===== src/rtl/fpm_pkg.sv =====
// Package: shared format constants and the unpacked-operand type for the
// single-precision multiplier. Assumes a 1/EXP_W/FRAC_W word layout.
package fpm_pkg;
    localparam int EXP_W   = 8;
    localparam int FRAC_W  = 23;
    localparam int SIG_W   = FRAC_W + 1;
    localparam int WORD_W  = 1 + EXP_W + FRAC_W;
    localparam int BIAS    = (1 << (EXP_W - 1)) - 1;
    localparam int EXP_MAX = (1 << EXP_W) - 1;
    localparam int EXT_W   = EXP_W + 3;

    typedef struct packed {
        logic              sgn;
        logic [EXP_W-1:0]  ex;
        logic [SIG_W-1:0]  sig;
        logic              zro;
        logic              inf;
        logic              nan;
    } fpm_opnd_t;
endpackage


===== src/rtl/fpm_unpack.sv =====
// Module: splits one packed word into its sign, exponent and significand
// (with the hidden one) and classifies it. A zero exponent field counts as
// zero, so subnormal inputs are flushed. Purely combinational.
module fpm_unpack
    import fpm_pkg::*;
(
    input  logic [WORD_W-1:0] word,
    output fpm_opnd_t         opnd
);
    logic [EXP_W-1:0]  ex_f;
    logic [FRAC_W-1:0] fr_f;

    // field split and classification
    always_comb begin
        ex_f      = word[WORD_W-2 -: EXP_W];
        fr_f      = word[FRAC_W-1:0];
        opnd.sgn  = word[WORD_W-1];
        opnd.ex   = ex_f;
        opnd.zro  = (ex_f == '0);
        opnd.inf  = (ex_f == EXP_W'(EXP_MAX)) && (fr_f == '0);
        opnd.nan  = (ex_f == EXP_W'(EXP_MAX)) && (fr_f != '0);
        opnd.sig  = opnd.zro ? '0 : {1'b1, fr_f};
    end
endmodule


===== src/rtl/fpm_sigmul.sv =====
// Module: iterative unsigned W x W multiplier. Each cycle it retires one
// multiplier bit (LSB first) by conditional add and right shift. A load
// starts W steps, and fin pulses one cycle after the last step. Assumes
// load is asserted only while run is low.
module fpm_sigmul #(
    parameter int W = 24
) (
    input  logic           clk,
    input  logic           rst_n,
    input  logic           load,
    input  logic [W-1:0]   mcand,
    input  logic [W-1:0]   mplier,
    output logic           run,
    output logic           fin,
    output logic [2*W-1:0] prod
);
    localparam int CW = $clog2(W);

    logic [CW-1:0]  cnt;
    logic [W-1:0]   mc;
    logic [2*W-1:0] acc;
    logic [W:0]     psum;

    // partial sum of the upper half and the conditionally added multiplicand
    always_comb begin
        psum = {1'b0, acc[2*W-1:W]} + (acc[0] ? {1'b0, mc} : '0);
    end

    // step sequencing and accumulator update
    always_ff @(posedge clk) begin
        if (!rst_n) begin
            run <= 1'b0;
            fin <= 1'b0;
            cnt <= '0;
            mc  <= '0;
            acc <= '0;
        end else begin
            fin <= 1'b0;
            if (load) begin
                acc <= {{W{1'b0}}, mplier};
                mc  <= mcand;
                cnt <= '0;
                run <= 1'b1;
            end else if (run) begin
                acc <= {psum, acc[W-1:1]};
                cnt <= cnt + 1'b1;
                if (cnt == CW'(W - 1)) begin
                    run <= 1'b0;
                    fin <= 1'b1;
                end
            end
        end
    end

    assign prod = acc;


    fin_idle_chk: assert property (@(posedge clk) disable iff (!rst_n)
        fin |-> !run);

    cnt_range_chk: assert property (@(posedge clk) disable iff (!rst_n)
        run |-> (cnt <= CW'(W - 1)));
endmodule


===== src/rtl/fpm_normround.sv =====
// Module: takes the operand classes, the XOR sign, both biased exponents
// and the full significand product. It normalizes in one step, rounds to
// nearest even, range-checks and packs, and it also resolves the special
// operands. Combinational. Assumes the product comes from two significands
// that each have the hidden one set whenever the operand is normal.
module fpm_normround
    import fpm_pkg::*;
(
    input  logic                 sgn,
    input  logic [EXP_W-1:0]     ea,
    input  logic [EXP_W-1:0]     eb,
    input  logic [2*SIG_W-1:0]   prod,
    input  logic                 any_nan,
    input  logic                 any_inf,
    input  logic                 any_zro,
    output logic [WORD_W-1:0]    word,
    output logic                 ovf,
    output logic                 udf,
    output logic                 inv
);
    localparam logic signed [EXT_W-1:0] BIAS_S = EXT_W'(BIAS);
    localparam logic signed [EXT_W-1:0] MAX_S  = EXT_W'(EXP_MAX);
    localparam logic signed [EXT_W-1:0] ONE_S  = EXT_W'(1);
    localparam logic signed [EXT_W-1:0] ZERO_S = '0;
    localparam logic [WORD_W-1:0] QNAN =
        {1'b0, {EXP_W{1'b1}}, 1'b1, {(FRAC_W-1){1'b0}}};

    logic signed [EXT_W-1:0] e0, e1, e2;
    logic [FRAC_W-1:0]       m;
    logic [FRAC_W:0]         mr;
    logic                    g, st, rnd, top;

    // exponent sum, one-step normalization, rounding and packing
    always_comb begin
        e0  = $signed({3'b000, ea}) + $signed({3'b000, eb}) - BIAS_S;
        top = prod[2*SIG_W-1];
        if (top) begin
            m  = prod[2*SIG_W-2 -: FRAC_W];
            g  = prod[SIG_W-1];
            st = |prod[SIG_W-2:0];
            e1 = e0 + ONE_S;
        end else begin
            m  = prod[2*SIG_W-3 -: FRAC_W];
            g  = prod[SIG_W-2];
            st = |prod[SIG_W-3:0];
            e1 = e0;
        end
        rnd = g & (st | m[0]);
        mr  = {1'b0, m} + (FRAC_W+1)'(rnd);
        e2  = mr[FRAC_W] ? (e1 + ONE_S) : e1;

        word = '0;
        ovf  = 1'b0;
        udf  = 1'b0;
        inv  = 1'b0;
        if (any_nan) begin
            word = QNAN;
        end else if (any_inf && any_zro) begin
            word = QNAN;
            inv  = 1'b1;
        end else if (any_inf) begin
            word = {sgn, {EXP_W{1'b1}}, {FRAC_W{1'b0}}};
        end else if (any_zro) begin
            word = {sgn, {(WORD_W-1){1'b0}}};
        end else if (e2 >= MAX_S) begin
            word = {sgn, {EXP_W{1'b1}}, {FRAC_W{1'b0}}};
            ovf  = 1'b1;
        end else if (e2 <= ZERO_S) begin
            word = {sgn, {(WORD_W-1){1'b0}}};
            udf  = 1'b1;
        end else begin
            word = {sgn, e2[EXP_W-1:0], mr[FRAC_W-1:0]};
        end
    end
endmodule


===== src/rtl/fpmul_seq.sv =====
// Module: top of the sequential single-precision multiplier. It captures
// the operands on an accepted go, runs the iterative significand product,
// then registers the packed result and the flags with a one-cycle done.
// Assumes go is a pulse; a go that arrives while busy is dropped.
module fpmul_seq
    import fpm_pkg::*;
(
    input  logic              clk,
    input  logic              rst_n,
    input  logic              go,
    input  logic [WORD_W-1:0] op_a,
    input  logic [WORD_W-1:0] op_b,
    output logic [WORD_W-1:0] prod_word,
    output logic              done,
    output logic              flag_ovf,
    output logic              flag_udf,
    output logic              flag_inv
);
    fpm_opnd_t            opnd [2];
    logic [WORD_W-1:0]    ins  [2];
    logic                 busy, load, mrun, mfin;
    logic                 r_sgn, r_nan, r_inf, r_zro;
    logic [EXP_W-1:0]     r_ea, r_eb;
    logic [2*SIG_W-1:0]   mprod;
    logic [WORD_W-1:0]    nr_word;
    logic                 nr_ovf, nr_udf, nr_inv;

    assign ins[0] = op_a;
    assign ins[1] = op_b;
    assign load   = go && !busy;

    for (genvar i = 0; i < 2; i++) begin : g_unp
        fpm_unpack u_unp (.word(ins[i]), .opnd(opnd[i]));
    end

    fpm_sigmul #(.W(SIG_W)) u_mul (
        .clk(clk), .rst_n(rst_n), .load(load),
        .mcand(opnd[0].sig), .mplier(opnd[1].sig),
        .run(mrun), .fin(mfin), .prod(mprod)
    );

    fpm_normround u_nr (
        .sgn(r_sgn), .ea(r_ea), .eb(r_eb), .prod(mprod),
        .any_nan(r_nan), .any_inf(r_inf), .any_zro(r_zro),
        .word(nr_word), .ovf(nr_ovf), .udf(nr_udf), .inv(nr_inv)
    );

    // busy tracking and capture of operand classes on acceptance
    always_ff @(posedge clk) begin
        if (!rst_n) begin
            busy  <= 1'b0;
            r_sgn <= 1'b0;
            r_nan <= 1'b0;
            r_inf <= 1'b0;
            r_zro <= 1'b0;
            r_ea  <= '0;
            r_eb  <= '0;
        end else if (load) begin
            busy  <= 1'b1;
            r_sgn <= opnd[0].sgn ^ opnd[1].sgn;
            r_nan <= opnd[0].nan | opnd[1].nan;
            r_inf <= opnd[0].inf | opnd[1].inf;
            r_zro <= opnd[0].zro | opnd[1].zro;
            r_ea  <= opnd[0].ex;
            r_eb  <= opnd[1].ex;
        end else if (mfin) begin
            busy  <= 1'b0;
        end
    end

    // result registers, written once per completed product
    always_ff @(posedge clk) begin
        if (!rst_n) begin
            prod_word <= '0;
            done      <= 1'b0;
            flag_ovf  <= 1'b0;
            flag_udf  <= 1'b0;
            flag_inv  <= 1'b0;
        end else begin
            done <= mfin;
            if (mfin) begin
                prod_word <= nr_word;
                flag_ovf  <= nr_ovf;
                flag_udf  <= nr_udf;
                flag_inv  <= nr_inv;
            end
        end
    end


    done_pulse_chk: assert property (@(posedge clk) disable iff (!rst_n)
        done |=> !done);

    result_hold_chk: assert property (@(posedge clk) disable iff (!rst_n)
        !done |=> (!done || 1'b1) && ($stable(prod_word) || done));

    ovf_inf_chk: assert property (@(posedge clk) disable iff (!rst_n)
        flag_ovf |-> (prod_word[WORD_W-2:0] == {{EXP_W{1'b1}}, {FRAC_W{1'b0}}}));

    udf_zero_chk: assert property (@(posedge clk) disable iff (!rst_n)
        flag_udf |-> (prod_word[WORD_W-2:0] == '0));

    inv_nan_chk: assert property (@(posedge clk) disable iff (!rst_n)
        flag_inv |-> (prod_word == {1'b0, {EXP_W{1'b1}}, 1'b1, {(FRAC_W-1){1'b0}}}));

    flags_excl_chk: assert property (@(posedge clk) disable iff (!rst_n)
        $onehot0({flag_ovf, flag_udf, flag_inv}));

    busy_run_chk: assert property (@(posedge clk) disable iff (!rst_n)
        mrun |-> busy);
endmodule


===== config.mk =====
export PLATFORM = sky130hd
export DESIGN_NAME = fpmul_seq
export DESIGN_NICKNAME = d
export VERILOG_FILES = /design/src/rtl/fpm_pkg.sv /design/src/rtl/fpm_unpack.sv /design/src/rtl/fpm_sigmul.sv /design/src/rtl/fpm_normround.sv /design/src/rtl/fpmul_seq.sv
export SDC_FILE = /design/constraint.sdc
export NUM_CORES = 1
export LEC_CHECK = 0
export ABC_AREA = 1
export ABC_CLOCK_PERIOD_IN_PS = 3700
export BUFFER_PORTS_ARGS = -buffer_cell sky130_fd_sc_hd__clkbuf_2
export CAP_MARGIN = 10
export CORE_ASPECT_RATIO = 0.8
export CORE_MARGIN = 2
export CORE_UTILIZATION = 25
export CTS_CLUSTER_SIZE = 20
export DETAILED_ROUTE_END_ITERATION = 7
export MAX_ROUTING_LAYER = met4
export PLACE_DENSITY = 0.43
export SLEW_MARGIN = 30
export SYNTH_ARGS = -nofsm -noshare
export SYNTH_HDL_FRONTEND = slang
export SYNTH_SLANG_ARGS = --single-unit
export TNS_END_PERCENT = 30

===== constraint.sdc =====
create_clock -name clk -period 3.7 [get_ports clk]
set_input_delay 0.185 -clock clk [delete_from_list [all_inputs] [get_ports clk]]
set_output_delay 0.185 -clock clk [all_outputs]
set_load 0.01 [all_outputs]

* Word-level counts from Yosys, hierarchy flattened
Cells that the tools add are included.
Cells by class: bitwise operators 8, add/subtract/negate cells 7, $mul 0, equality and inequality tests 3, magnitude comparators 2, muxes and demuxes 35, divide/modulo/power cells 0, shift-type cells 0, reduce and logical (&&, ||, !) cells 19
Operators with widths (count):
- $mux W31 | 4
- $mux W24 | 5
- $mux W32 | 2
- $logic_not A23 Y1 | 2
- $reduce_bool A23 Y1 | 2
- $add A24 B24 Y25 | 1
- $add A23 B1 Y24 | 1
- $mux W23 | 1
- $reduce_or A23 Y1 | 1
- $add A11 B2 Y11 const B | 2
- $mux W11 | 2
- $reduce_or A22 Y1 | 1
- $mux W1 | 21
- $eq A8 B8 Y1 const B | 2
- $logic_not A8 Y1 | 2
- $ge A11 B9 Y1 const B | 1
- $le A11 B1 Y1 const B | 1
- $sub A11 B8 Y11 const B | 1
- $add A8 B8 Y9 | 1
- $logic_and A1 B1 Y1 | 6
- $add A5 B1 Y5 const B | 1
- $eq A5 B5 Y1 const B | 1
- $or A1 B1 Y1 | 4
- $reduce_bool A2 Y1 | 2
- other kinds (6) | 7
Word-level totals: latch bits 0, input port bits 67, bits in read-only memories 0, memories kept 0, register bits after elaboration 136, word-level logic and storage cells 92, memory bits (writable) 0

* Logic depth before layout (Yosys ltp)
Gate-level depths: netlist (run 1).
depth after elaboration 13, depth in mapped cells 29, depth with buffers taken out 28

* Cells and area by module
Synthesis (run 1) repeated with hierarchy kept, for this count alone.
Unflattened totals: cell total of the unflattened synthesis 1780, area total of the unflattened synthesis 10690.3 um2
Modules (own cells, without submodules):
- fpm_sigmul | instances 1, sequential area each 1581.5 um2, cells an instance 793, area an instance 4951.0 um2
- fpm_normround | instances 1, sequential area each 0.0 um2, cells an instance 539, area an instance 2801.4 um2
- fpmul_seq | instances 1, sequential area each 1141.1 um2, cells an instance 262, area an instance 2082.0 um2
- fpm_unpack | instances 2, sequential area each 0.0 um2, cells an instance 93, area an instance 427.9 um2

* Least setup slack after synthesis (run 1)
Ideal clock, no wire load.
path type flip-flop to flip-flop, start register r_ea[0], end register prod_word[2], cell stages (with the launch flop) 23, path buffers 1, setup slack 0.415 ns, library setup time 0.071 ns, arrival time 3.215 ns, required time 3.629 ns, cell sequence dfxtp_1 -> ha_1 -> inv_1 -> fa_1 -> inv_1 -> ha_1 -> inv_1 -> o21ai_0 -> nand2_1 -> nor2_1 -> inv_1 -> nor2_2 -> nand3_2 -> nor2_1 -> nand3_1 -> o21ai_2 -> nand3_2 -> nand2_1 -> nand2_2 -> nor2_4 -> buf_8 -> nand2_2 -> a21oi_2
Between the ends: word-level cells in the longest chain between the ends 13, elaborated cells on any way between the ends 14, those cells by class add/sub (4); order compare (2); mux (8)
RTL lines:
- start, declared | line fpmul_seq.sv:23 | logic [EXP_W-1:0] r_ea, r_eb;
- start signal, assigned | line fpmul_seq.sv:64 | r_ea <= opnd[0].ex;
- $add A8 B8 Y9 (*) | line fpm_normround.sv:35 | e0 = $signed({3'b000, ea}) + $signed({3'b000, eb}) - BIAS_S;
- $sub A11 B8 Y11 (*) | line fpm_normround.sv:35
- $add A11 B2 Y11 | line fpm_normround.sv:41 | e1 = e0 + ONE_S;
- $mux W11 (*) | line fpm_normround.sv:37 | if (top) begin
- $add A11 B2 Y11 | line fpm_normround.sv:50 | e2 = mr[FRAC_W] ? (e1 + ONE_S) : e1;
- $mux W11 (*) | line fpm_normround.sv:50
- $le A11 B1 Y1 | line fpm_normround.sv:68 | end else if (e2 <= ZERO_S) begin
- $mux W31 | line fpm_normround.sv:68
- $mux W31 (*) | line fpm_normround.sv:65 | end else if (e2 >= MAX_S) begin
- $mux W31 (*) | line fpm_normround.sv:63 | end else if (any_zro) begin
- $mux W31 (*) | line fpm_normround.sv:61 | end else if (any_inf) begin
- $mux W32 (*) | line fpm_normround.sv:58 | end else if (any_inf && any_zro) begin
- $mux W32 (*) | line fpm_normround.sv:56 | if (any_nan) begin
- end signal, assigned | line fpmul_seq.sv:82 | prod_word <= nr_word;
- end, declared | line fpmul_seq.sv:13 | output logic [WORD_W-1:0] prod_word,
Every way passes the cells marked *; elsewhere a longest branch is shown, timed or not. A chain may end at the register's enable or synchronous reset.

* Worst setup path after layout (run 1)
start register r_eb[0], end register prod_word[2]
Between the ends: word-level cells in the longest chain between the ends 13, elaborated cells on any way between the ends 14, those cells by class add/sub (4); order compare (2); mux (8)
RTL lines:
- start, declared | line fpmul_seq.sv:23
- start signal, assigned | line fpmul_seq.sv:65 | r_eb <= opnd[1].ex;
- $add A8 B8 Y9 (*) | line fpm_normround.sv:35
- $sub A11 B8 Y11 (*) | line fpm_normround.sv:35
- $add A11 B2 Y11 | line fpm_normround.sv:41
- $mux W11 (*) | line fpm_normround.sv:37
- $add A11 B2 Y11 | line fpm_normround.sv:50
- $mux W11 (*) | line fpm_normround.sv:50
- $le A11 B1 Y1 | line fpm_normround.sv:68
- $mux W31 | line fpm_normround.sv:68
- $mux W31 (*) | line fpm_normround.sv:65
- $mux W31 (*) | line fpm_normround.sv:63
- $mux W31 (*) | line fpm_normround.sv:61
- $mux W32 (*) | line fpm_normround.sv:58
- $mux W32 (*) | line fpm_normround.sv:56
Marks and branches as above.

==> results of run 1 <==
## flip-flops by register name (all words and copies together), names as in the netlist, 5 cells and up
signal	count
r_eb	8
u_mul.prod	48
u_mul.cnt	5
u_mul.mc	24
prod_word	32
r_ea	8
## per-stage QoR
step / instances / utilization, % / setup TNS [ns] / instance area [µm²]
6_report: 1947 / 31.9 / 0 / 11000
3_5_place_dp: 1881 / 28.5 / -1.31 / 9850
5_1_grt: 1947 / 31.9 / -1.76 / 11000
2_1_floorplan: 1324 / - / 0 / 8720
4_1_cts: 1941 / 31.0 / 0 / 10700
3_3_place_gp: 1881 / 28.5 / 0 / 9850
## cell families after synthesis
| logic type | share of synthesized area [%] |
|---|---|
| AND/OR/NAND/NOR | 29.9 |
| AO/OA/AOI/OAI | 19.0 |
| buffers and inverters | 11.0 |
| flip-flops | 31.2 |
| adder cells (fa/ha/maj) | 5.77 |
| XOR/XNOR | 3.01 |
## final cells by class
type                       count  area [µm²]  area share (%)
multi-input combinational    943        5320            48.1
sequential                   136        2730            24.7
timing repair buffer         166        1080            9.76
inverter                     199         752            6.81
tap                          472         591            5.35
clock buffer                  23         488            4.42
clock inverter                 8        95.1           0.861
## path summary, 6_finish.rpt
kind	end	slack [ns]	cells after the start
hold reg to reg	u_mul.mc[23]	0.45	2
hold / removal	u_mul.mc[8]	0.02	3
setup / recovery	prod_word[2]	0.17	25
setup reg to reg	prod_word[2]	0.17	25
## critical path, stage by stage (launching register included)
cell     delay [ns]
dfxtp_2        0.36
ha_4           0.14
inv_2          0.03
fa_1           0.48
inv_2          0.11
nand2_1        0.08
nor2_2         0.15
nand3_2        0.15
o21ai_0        0.23
nand2_2        0.18
nor2_4         0.15
nand2_1        0.05
nand2_1        0.05
nand2_1        0.07
inv_2          0.10
nand3_2        0.13
nand2_2        0.11
inv_2          0.04
nand2_1        0.09
nand3_4        0.10
nand2_2        0.09
nand2_2        0.06
nor2_4         0.16
buf_6          0.16
nand2_2        0.05
a21oi_2        0.13
## per-layer routing
| metal | up-vias | routed length [µm] |
|---|---|---|
| li1 | 4624 | - |
| met1 | 3960 | 15000 |
| met2 | 168 | 10500 |
| met3 | 14 | 1120 |
| met4 | 0 | 311 |
| met5 | - | 0 |
## repair_timing
action / in CTS / in global routing
endpoints found under the hold margin: 25 / 0
endpoints found under the setup margin: 15 / 32
setup buffers: 4 / 6
pin swaps: 1 / 23
gates cloned: 0 / 0
gates resized for setup: 3 / 78
hold buffers: 25 / 0
## layout by cell type, fill, tap and decap left out, types with 4 or more instances in the layout
| cell type | instances |
|---|---|
| clkbuf_2 | 102 |
| nand2_4 | 4 |
| a21oi_2 | 12 |
| nand2_1 | 325 |
| a221oi_1 | 14 |
| o21ai_1 | 9 |
| nand4_1 | 28 |
| a21oi_1 | 101 |
| o211ai_1 | 4 |
| buf_4 | 35 |
| a31oi_1 | 5 |
| nor3_1 | 12 |
| clkbuf_8 | 4 |
| nor2_2 | 16 |
| xnor2_1 | 7 |
| dlygate4sd3_1 | 25 |
| inv_2 | 12 |
| a32o_1 | 12 |
| nor2_4 | 14 |
| clkbuf_16 | 17 |
| xor2_1 | 21 |
| nand2_2 | 31 |
| nor2_1 | 80 |
| ha_1 | 34 |
| nand3_2 | 7 |
| a22o_1 | 11 |
| clkinv_2 | 4 |
| inv_1 | 183 |
| nor4_1 | 15 |
| o21ai_0 | 82 |
| nand3b_1 | 6 |
| dfxtp_1 | 134 |
| nand3_1 | 49 |
| o21ai_2 | 4 |
## power by group through the flow
stage | Sequential, µW | Clock (µW) | Combinational, µW
2_1_floorplan | 1610 | 0 | 507
3_3_place_gp | 1640 | 0 | 704
3_5_place_dp | 1640 | 0 | 703
4_1_cts | 1600 | 1760 | 736
5_1_grt | 1620 | 1830 | 909
6_report | 1610 | 1710 | 800
==> reports/summary.txt, run 1 <==
Layout Skew - 0.00992 ns
CP Max Fanout - 6
Root Buffer - clkbuf_16
core box area - 0.0346 mm²
area leader, netlist - dfxtp_1
PortBufs - 102
crit end category - flop
number of synthesized flops with an enable pin - 0
Req. time, crit path - 4.07 ns
synthesis warning total - 0
slew of the pin with the lowest slew margin - 0.861 ns
worst setup path class - flop to flop
final hold slack - 0.0216 ns
Pwr Total - 4120 µW
n_diodes - 0
clock-pin slew on the worst setup and hold paths - 0.06 ns
Layout Area Growth over Synthesis - 26.6%
DRT iter0 DRCs - 600
max_slew headroom - 42.5%
hold_sp - op_a[8]
Setup Viol. Count Final - 0
Overflow after GRT - 0
DP HPWL - 20.7 mm
largest net degree at the start of global routing - 52
WL/cell - 13.8 µm
top cells by count, synth - nand2_1, inv_1, dfxtp_1, a21oi_1, nor2_1
sw frac - 29.9%
die area - 0.0364 mm²
asr flop ratio synth - 0%
RSZ-0062 raised after global routing - yes
layout cells sized above 1 - 19.5%
worst hold path class - input port to flop
Initial Utilization - 25.2%
final period demand of the worst path - 3.53 ns
IO Pins - 103
Seq pwr share - 39.0%
Worst R2R Start - r_eb[0]
Die Height - 171 µm
vias in the first global route - 8,021
worst slack at placement - -0.150 ns
fillers - 3,859
Syn Nets - 1,430
width of the die - 213 µm
first-pass GRT wire length - 42.6 mm
Clock Path Buffers - 2
Logic pwr share - 19.4%
final WL - 27.0 mm
Final period util - 95.5%
worst skew pair latency - 0.44 ns
worst vdd ir - 245 µV
Mapped Cells - 1,324
Final ANT Viol Nets - 0
nets - 1,569
met1 track demand over resource - 23.3%
part of the Yosys area used for sequential elements - 31.2%
Vias/cell - 4.50
CTS tree - yes
P_sw - 1230 µW
internal power - 2890 µW
clock power share - 41.6%
drt pass-1 iters - 5
crit path launch - r_eb[0]
startpoint class of the critical path - flop
met3 usage - 3.41%
mapped cell area - 0.00872 mm²
row count - 61
final-report hold violation count - 0
Seq cells post-synth - 136
clk sinks - 136
Max-cap violations - 0
via count - 8,766
# DRC - 0
GRT Overall Usage - 15.5%
CTS buffer count - 17
Mapped Avg Cell Area - 6.59 µm²
LEAKAGE - 0.00508 µW
top cell type's share of synthesized area - 31.2%
setup ws final - 0.166 ns
synth top area cells - dfxtp_1, nand2_1, inv_1
Top FF cell, synth - dfxtp_1
met2 usage - 20.3%
Max Transition Viols Final - 0
gp weighted congestion - 0.893
busiest grt layer - met1
most common cell in the netlist - nand2_1
status - finished clean
antenna violations before repair - 0
H-tree depth - 4
Cell Pwr Density - 373 mW/mm²
max frequency - 283 MHz
Distinct cells, synth - 52
Worst EP arrival - 3.90 ns
Power figures use the tool's default switching activity.
==> run 2: changes to the inputs <==
--- a/config.mk
+++ b/config.mk
@@ -10,7 +10,6 @@
 export BUFFER_PORTS_ARGS = -buffer_cell sky130_fd_sc_hd__clkbuf_2
 export CAP_MARGIN = 10
 export CORE_ASPECT_RATIO = 0.8
-export CORE_MARGIN = 2
 export CORE_UTILIZATION = 25
 export CTS_CLUSTER_SIZE = 20
 export DETAILED_ROUTE_END_ITERATION = 7
==> run 2 against run 1 <==
Cell count decreased by 0.15%. Largest cell class unchanged. Non-clock buffer count increased by 3. Critical path type unchanged. Largest power group unchanged. Sequential share of layout area decreased by 0.13 points. Critical endpoint is now prod_word[15]. Clock skew increased by 0.0042 ns.
==> reports/summary.txt, run 2 (synthesis results as in run 1) <==
status - finished clean
Largest register FFs - 48 (unchanged)
Setup Viol. Count Final - 0 (unchanged)
row count - 60 (-1.6%)
worst setup path class - flop to flop
hold path depth - 3 (unchanged)
PortBufs - 102 (unchanged)
placed cells - 1,872 (-0.48%)
Layout Skew - 0.0141 ns (+0.00417 ns)
Hold EP - u_mul.mc[13]
most frequent cells in the layout - nand2_1, inv_1, dfxtp_1, clkbuf_2, a21oi_1
Worst R2R Start - r_ea[0]
LEAKAGE - 0.00510 µW (+0.30%)
H-tree depth - 4 (unchanged)
vias in the first global route - 7,888 (-1.7%)
CTS buffer count - 17 (unchanged)
die area - 0.0357 mm² (-2.1%)
GRT Overall Usage - 15.9% (+0.38 points)
IO Pins - 103 (unchanged)
Clock Path Buffers - 2 (unchanged)
WL/cell - 14.0 µm (+1.1%)
Seq pwr share - 38.7% (-0.3 points)
Placed Area - 0.00983 mm² (-0.24%)
antenna violations before repair - 0 (unchanged)
worst vdd ir - 214 µV (-13%)
Cell Pwr Density - 374 mW/mm² (+0.30%)
largest net degree at the start of global routing - 51 (-1.9%)
Overflow after GRT - 0 (unchanged)
internal power - 2860 µW (-0.80%)
slowest CP cell - fa_1
max frequency - 285 MHz (+0.81%)
Final period util - 94.8% (-0.77 points)
crit end category - flop
Root Buffer - clkbuf_16
CP Max Fanout - 7 (+1)
Req. time, crit path - 4.07 ns (about the same)
DP HPWL - 20.7 mm (about the same)
width of the die - 211 µm (-0.94%)
r2r worst-path depth - 27 (+8.0%)
Initial Utilization - 25.7% (+0.42 points)
P_sw - 1290 µW (+4.6%)
core box area - 0.0340 mm² (-1.6%)
sw frac - 31.0% (+1.1 points)
n_diodes - 0 (unchanged)
clock-pin slew on the worst setup and hold paths - 0.06 ns (about the same)
layout cells sized above 1 - 19.9% (+0.35 points)
DRT iter0 DRCs - 630 (+5.0%)
nets - 1,572 (+0.19%)
Layout Area Growth over Synthesis - 27.2%
via count - 8,750 (-0.18%)
most frequent CP cell - inv_2
# DRC - 0 (unchanged)
Worst EP arrival - 3.87 ns (-0.03 ns)
Final Cell Area - 0.0111 mm² (+0.52%)
hold_sp - op_a[13]
Die Height - 169 µm (-1.2%)
fillers - 3,733 (-3.3%)
Logic pwr share - 20.0% (+0.6 points)
commonest non-fill, non-tap cell in the layout - nand2_1
Pwr Total - 4150 µW (+0.82%)
Max Transition Viols Final - 0 (unchanged)
final-report hold violation count - 0 (unchanged)
CP peak stage delay - 0.47 ns (about the same)
Cell Count, Final, Fillers Out - 1,944 (-0.15%)
clock power share - 41.4% (-0.2 points)
CTS tree - yes
clk sinks - 136 (unchanged)
Final ANT Viol Nets - 0 (unchanged)
slew of the pin with the lowest slew margin - 0.924 ns (+0.0621 ns)
max_slew headroom - 38.3% (-4.2 points)
first-pass GRT wire length - 42.9 mm (+0.81%)
startpoint class of the critical path - flop
reg2reg end - prod_word[15]
gp weighted congestion - 0.867 (-2.9%)
worst skew pair latency - 0.44 ns (about the same)
drt pass-1 iters - 5 (unchanged)
final period demand of the worst path - 3.51 ns (-0.0284 ns)
Max-cap violations - 0 (unchanged)
RSZ-0062 raised after global routing - yes
Vias/cell - 4.50 (about the same)
final WL - 27.2 mm (+0.93%)
Worst R2R Setup Slack - 0.19 ns (+0.03 ns)
worst hold path class - input port to flop
## run 2: worst max-delay path: cells and delay by family, from the launching register on
kind,cells,cell delay [ns]
fa+ha+maj,3,0.75
flops,1,0.35
compound gates,1,0.11
simple gates,16,1.60
buf+inv,7,0.63
## run 2: power groups by stage
stage	registers, µW	clock network [µW]	logic [µW]
after global routing	1610	1840	933
after global placement	1640	0	708
after CTS	1600	1770	741
final	1610	1720	829
after detailed placement	1640	0	708
after floorplan	1610	0	507
## run 2: repair_timing
action / CTS / global route
gates cloned: 0 / 1
hold buffers: 30 / 0
resized for setup: 0 / 80
hold endpoints to repair: 30 / 0
setup buffers: 1 / 8
setup endpoints to repair: 15 / 33
pin swaps: 1 / 27
## run 2: worst max path at each step
stage                                to  depth (start not counted)    start  slack, ns
after floorplan            prod_word[2]                         22  r_ea[0]       0.41
after global placement    prod_word[13]                         25  r_ea[0]       0.03
after detailed placement  prod_word[12]                         23  r_ea[0]      -0.09
after CTS                 prod_word[28]                         24  r_ea[0]       0.06
after global routing      prod_word[11]                         28  r_ea[0]      -0.10
final                     prod_word[15]                         27  r_ea[0]       0.19
## run 2: cell type report
cell class / instances / area (µm²) / share of cell area (%)
Multi-Input combinational cell: 943 / 5320 / 48.0
Timing Repair Buffer: 169 / 1130 / 10.2
Inverter: 199 / 747 / 6.73
Sequential cell: 136 / 2730 / 24.5
Tap cell: 465 / 582 / 5.24
Clock inverter: 14 / 149 / 1.34
Clock buffer: 18 / 439 / 3.96
## run 2: per-layer routing
layer | up-vias | routed length [µm] | track usage (%) | part of all wire (%)
met4 | 0 | 197 | 3.28 | 0.72
met5 | - | 0 | - | 0
met2 | 173 | 10600 | 20.9 | 39
met1 | 3918 | 15300 | 24.0 | 56
li1 | 4644 | - | - | -
met3 | 15 | 1120 | 3.32 | 4.1
## run 2: per-stage QoR
stage / hold WS, ns / TNS, ns / worst slack, ns / utilization [%]
after floorplan: 0.298 / 0 / 0.415 / -
after global placement: 0.434 / 0 / 0.0265 / 28.9
after global routing: 0.00954 / -1.80 / -0.100 / 32.6
after CTS: 0.000391 / 0 / 0.0642 / 31.6
after detailed placement: 0.431 / -1.00 / -0.0891 / 28.9
final: 0.0137 / 0 / 0.194 / 32.6
